==> config.mk <==
export PLATFORM = sky130hd
export DESIGN_NAME = pixel_shifter
export DESIGN_NICKNAME = d
export VERILOG_FILES = /design/src/rtl/pixel_shifter_pkg.sv /design/src/rtl/pixel_shifter_ctrl.sv /design/src/rtl/pixel_shifter_core.sv /design/src/rtl/pixel_shifter.sv
export SDC_FILE = /design/constraint.sdc
export NUM_CORES = 1
export LEC_CHECK = 0
export BUFFER_PORTS_ARGS = -buffer_cell sky130_fd_sc_hd__buf_2
export CORE_AREA = 2 2 39 41
export DETAILED_ROUTE_END_ITERATION = 10
export DIE_AREA = 0 0 41 43
export HOLD_SLACK_MARGIN = 0.15
export PLACE_DENSITY_LB_ADDON = 0.2
export SETUP_SLACK_MARGIN = 0.02
export SLEW_MARGIN = 30
export SYNTH_ARGS = -nofsm -noshare
export SYNTH_HDL_FRONTEND = slang
export SYNTH_SLANG_ARGS = --single-unit
==> constraint.sdc <==
create_clock -name clk -period 1.1 [get_ports clk]
set_input_delay 0.055 -clock clk [delete_from_list [all_inputs] [get_ports clk]]
set_output_delay 0.055 -clock clk [all_outputs]
set_load 0.005 [all_outputs]
==> src/rtl/pixel_shifter_pkg.sv <==
package pixel_shifter_pkg;

  // One action per clock edge; reset is handled apart from these.
  typedef enum logic [1:0] {
    ACT_SHIFT   = 2'd0,
    ACT_LOAD    = 2'd1,
    ACT_LOADINV = 2'd2,
    ACT_CURSOR  = 2'd3
  } act_e;

endpackage

==> src/rtl/pixel_shifter_ctrl.sv <==
module pixel_shifter_ctrl
  import pixel_shifter_pkg::*;
(
  input  logic load_n,
  input  logic rev,
  input  logic cur,
  output act_e act
);

  // Cursor outranks load; load outranks shift.
  always_comb begin
    if (cur)          act = ACT_CURSOR;
    else if (!load_n) act = rev ? ACT_LOADINV : ACT_LOAD;
    else              act = ACT_SHIFT;
  end

endmodule

==> src/rtl/pixel_shifter_core.sv <==
module pixel_shifter_core
  import pixel_shifter_pkg::*;
#(
  parameter int           WIDTH    = 8,
  parameter logic [WIDTH-1:0] CUR_PAT = '1,
  parameter logic         FILL_BIT = 1'b0
) (
  input  logic             clk,
  input  logic             rst_n,
  input  act_e             act,
  input  logic [WIDTH-1:0] din,
  output logic [WIDTH-1:0] q
);

  localparam int MSB = WIDTH - 1;

  logic [WIDTH-1:0] nxt;

  for (genvar i = 0; i < WIDTH; i++) begin : g_bit
    logic from_up;
    if (i == MSB) begin : g_top
      assign from_up = FILL_BIT;
    end else begin : g_mid
      assign from_up = q[i+1];
    end

    always_comb begin
      unique case (act)
        ACT_CURSOR:  nxt[i] = CUR_PAT[i];
        ACT_LOAD:    nxt[i] = din[i];
        ACT_LOADINV: nxt[i] = ~din[i];
        default:     nxt[i] = from_up;
      endcase
    end
  end

  always_ff @(posedge clk) begin
    if (!rst_n) q <= '0;
    else        q <= nxt;
  end


  clear_on_reset_chk: assert property (@(posedge clk)
    !rst_n |=> q == '0);


  cursor_fill_chk: assert property (@(posedge clk) disable iff (!rst_n)
    act == ACT_CURSOR |=> q == CUR_PAT);


  load_true_chk: assert property (@(posedge clk) disable iff (!rst_n)
    act == ACT_LOAD |=> q == $past(din));


  load_inv_chk: assert property (@(posedge clk) disable iff (!rst_n)
    act == ACT_LOADINV |=> q == ~$past(din));


  shift_down_chk: assert property (@(posedge clk) disable iff (!rst_n)
    act == ACT_SHIFT |=> q == {FILL_BIT, $past(q[MSB:1])});

endmodule

==> src/rtl/pixel_shifter.sv <==
module pixel_shifter
  import pixel_shifter_pkg::*;
#(
  parameter int WIDTH = 8
) (
  input  logic             clk,
  input  logic             rst_n,
  input  logic             load_n,
  input  logic             rev,
  input  logic             cur,
  input  logic [WIDTH-1:0] din,
  output logic [WIDTH-1:0] q
);

  act_e act;

  pixel_shifter_ctrl u_ctrl (
    .load_n (load_n),
    .rev    (rev),
    .cur    (cur),
    .act    (act)
  );

  pixel_shifter_core #(
    .WIDTH    (WIDTH),
    .CUR_PAT  ({WIDTH{1'b1}}),
    .FILL_BIT (1'b0)
  ) u_core (
    .clk   (clk),
    .rst_n (rst_n),
    .act   (act),
    .din   (din),
    .q     (q)
  );

  // with reverse video high and no load, the stream must not invert
  rev_shift_chk: assert property (@(posedge clk) disable iff (!rst_n)
    (rev && load_n && !cur) |=> q == {1'b0, $past(q[WIDTH-1:1])});

endmodule

==> results.md <==
* Hold path startpoint: cur
* Max Clock Freq at 997 MHz
* Period utilization at 91.2%
* Fillers at about 150
* Yosys reg bits at 8
* Worst rel slew slack at 71.1%
* Final TNS setup at 0 ps
* RD Place Congestion at just under 0.7
* Buffers inserted by post-CTS timing repair at 0
* Routed wire length at roughly 910 um
* Ant diodes at 0
* Area leader, netlist: dfxtp_1
* Largest registers: u_core.q: 8 flops
* Pre-CTS setup slack at 163 ps
* Critical Path Source Type: input port
* Clk_lat worst skew at ~250 ps
* Slew Viols, Final at 0
* Via count at 386
* Hold Path Class: input port to flop
* GRT busiest layer: met2
* Share of cells above drive strength 1 at 33.8%
* Yosys top cell area share at 44.1%
* Overall Global Routing Usage at 12.4%
* CTS buffer count at 3
* Final clock skew at 3.43 ps
* Synth Area per Inst at approximately 9.8 um^2
* Starting Density at between 20% and 30%
* Synth top area cells: dfxtp_1 (44%), xnor2_1 (19%), a221oi_1 (17%)
* Core Rows at 14
* CTS Root Cell: clkbuf_4
* Cts repair resizes at 0
* Tot Pwr at roughly 710 uW
* YS warnings at 0
* Die area at around 1800 um^2
* Cell Pwr Density at between 1000 and 1500 nW/um^2
* Critical Path Start: load_n
* Drt pass-1 iters at 4
* Final hold violation count at 0
* Met1 Use GR at 14.8%
* Die width at 41 um
* I/O pin count at 21
* Total of max-cap violations at 0
* Final HPWL from detailed placement at 615 um
* Yosys cell types at 9
* CP max FO at 8
* Seq/Total Area, Yosys at about 44%
* Avg Vias per Cell at approximately 4.6
* Status: finished, final reports clean
* Unrepaired setup endpoints after global routing: false
* Sequential Area at around 160 um^2
* Commonest non-fill, non-tap cells in the layout: buf_2 (20), dlygate4sd3_1 (11), xnor2_1 (8), nor2_1 (8), dfxtp_1 (8)
* Core Area at 1380 um^2
* Synth Cell Area at 363 um^2
* Final Critical Period at 1000 ps
* Worst reg-to-reg setup slack at 360 ps
* Setup crit end kind: flop
* Routed Antenna Nets at 0
* Top reg by flops: u_core.q
* Actual slew at the worst max-slew pin at 432 ps
* Arr. time, crit path at 1150 ps
* Clock-pin slew on the worst setup and hold paths at 60 ps
* Clock Path Buffers at 2
* Final core utilization at 42.6%
* Met3 Use GR at a little under 8%
* Wire per inst at about 11 um
* Crit Path Category: input port to flop
* Static leakage at roughly 0.00026 uW
* Worst EP required at approximately 1300 ps
* H-tree levels at 1
* Vias in the first global route at 359
* Most common cell after layout, fill and taps aside: buf_2
* TritonCTS clock tree: done
* DR iter-0 viols at 5
* Reg-to-Reg Start: u_core.q[1]
* Met2 Use GR at 18.4%
* Fin worst setup slack at 97.0 ps
* Setup violations, final at 0
* Global-route wire length before repair at approximately 1.5 mm
* # clock sinks at 8
* Final #Nets at between 80 and 90
* Global route total overflow at 0
* VDD IR-drop max at 613 uV
* Die Span Y at 43 um
* Area grow syn2layout at 62.4%
* # DRC at 0
* Initial antenna violation count at 0
* Port bufs at 20
* Syn_nets at 50
* Largest net degree at the start of global routing at 10
* Max reg flops at 8
* Footprint of the multi-input gates at 173 um^2
* Syn Inst Count at 37
## per-layer routing
layer / wire length [um] / vias to the layer above
met5: 0 / -
met4: 0 / 0
met3: 91 / 0
met2: 424 / 15
met1: 389 / 175
li1: - / 196
## critical path, cell delays in order
cell	delay, ps
buf_2	110
dlygate4sd3_1	660
a221oi_1	330
## where the power goes
group	internal [uW]	total (uW)	switching, uW
combinational	91.9	159	66.6
sequential	316	325	9.82
clock	125	224	98.8
total	532	707	175
## final timing paths
path | to | cells past startpoint
worst min register to register | u_core.q[6] | 2
worst max-delay path | u_core.q[0] | 3
worst min-delay path | u_core.q[6] | 3
worst max register to register | u_core.q[0] | 2
## area by class of cell
class | count | share of cell area (%)
Clock buffer | 3 | 3.82
Inverter | 1 | 0.637
Multi-Input combinational cell | 25 | 29.3
Sequential cell | 8 | 27.2
Tap cell | 16 | 3.40
Timing Repair Buffer | 31 | 35.7
## per-stage QoR
step	hold slack [ps]	instances	area [um^2]
global placement	280	70	457
global route	207	84	589
floorplan	168	37	363
finish	193	84	589
CTS	151	83	579
detailed placement	276	70	457
## synthesized netlist by cell type
cell type / count
a221oi_1: 7
buf_4: 2
buf_6: 1
dfxtp_1: 8
inv_1: 1
nand2_1: 1
nor2_1: 8
o31ai_1: 1
xnor2_1: 8
## kinds of logic after synthesis
family	after synthesis	synth area share, %
xor+xnor	8	19.3
compound gates	8	19.0
buf+inv	4	8.27
simple gates	9	9.31
flops	8	44.1
## what timing repair did
action                                  in CTS  in global routing
hold buffers                                10                  1
endpoints found under the setup margin       0                  0
endpoints found under the hold margin        8                  1
No activity file was read; power rests on OpenSTA's default activity.
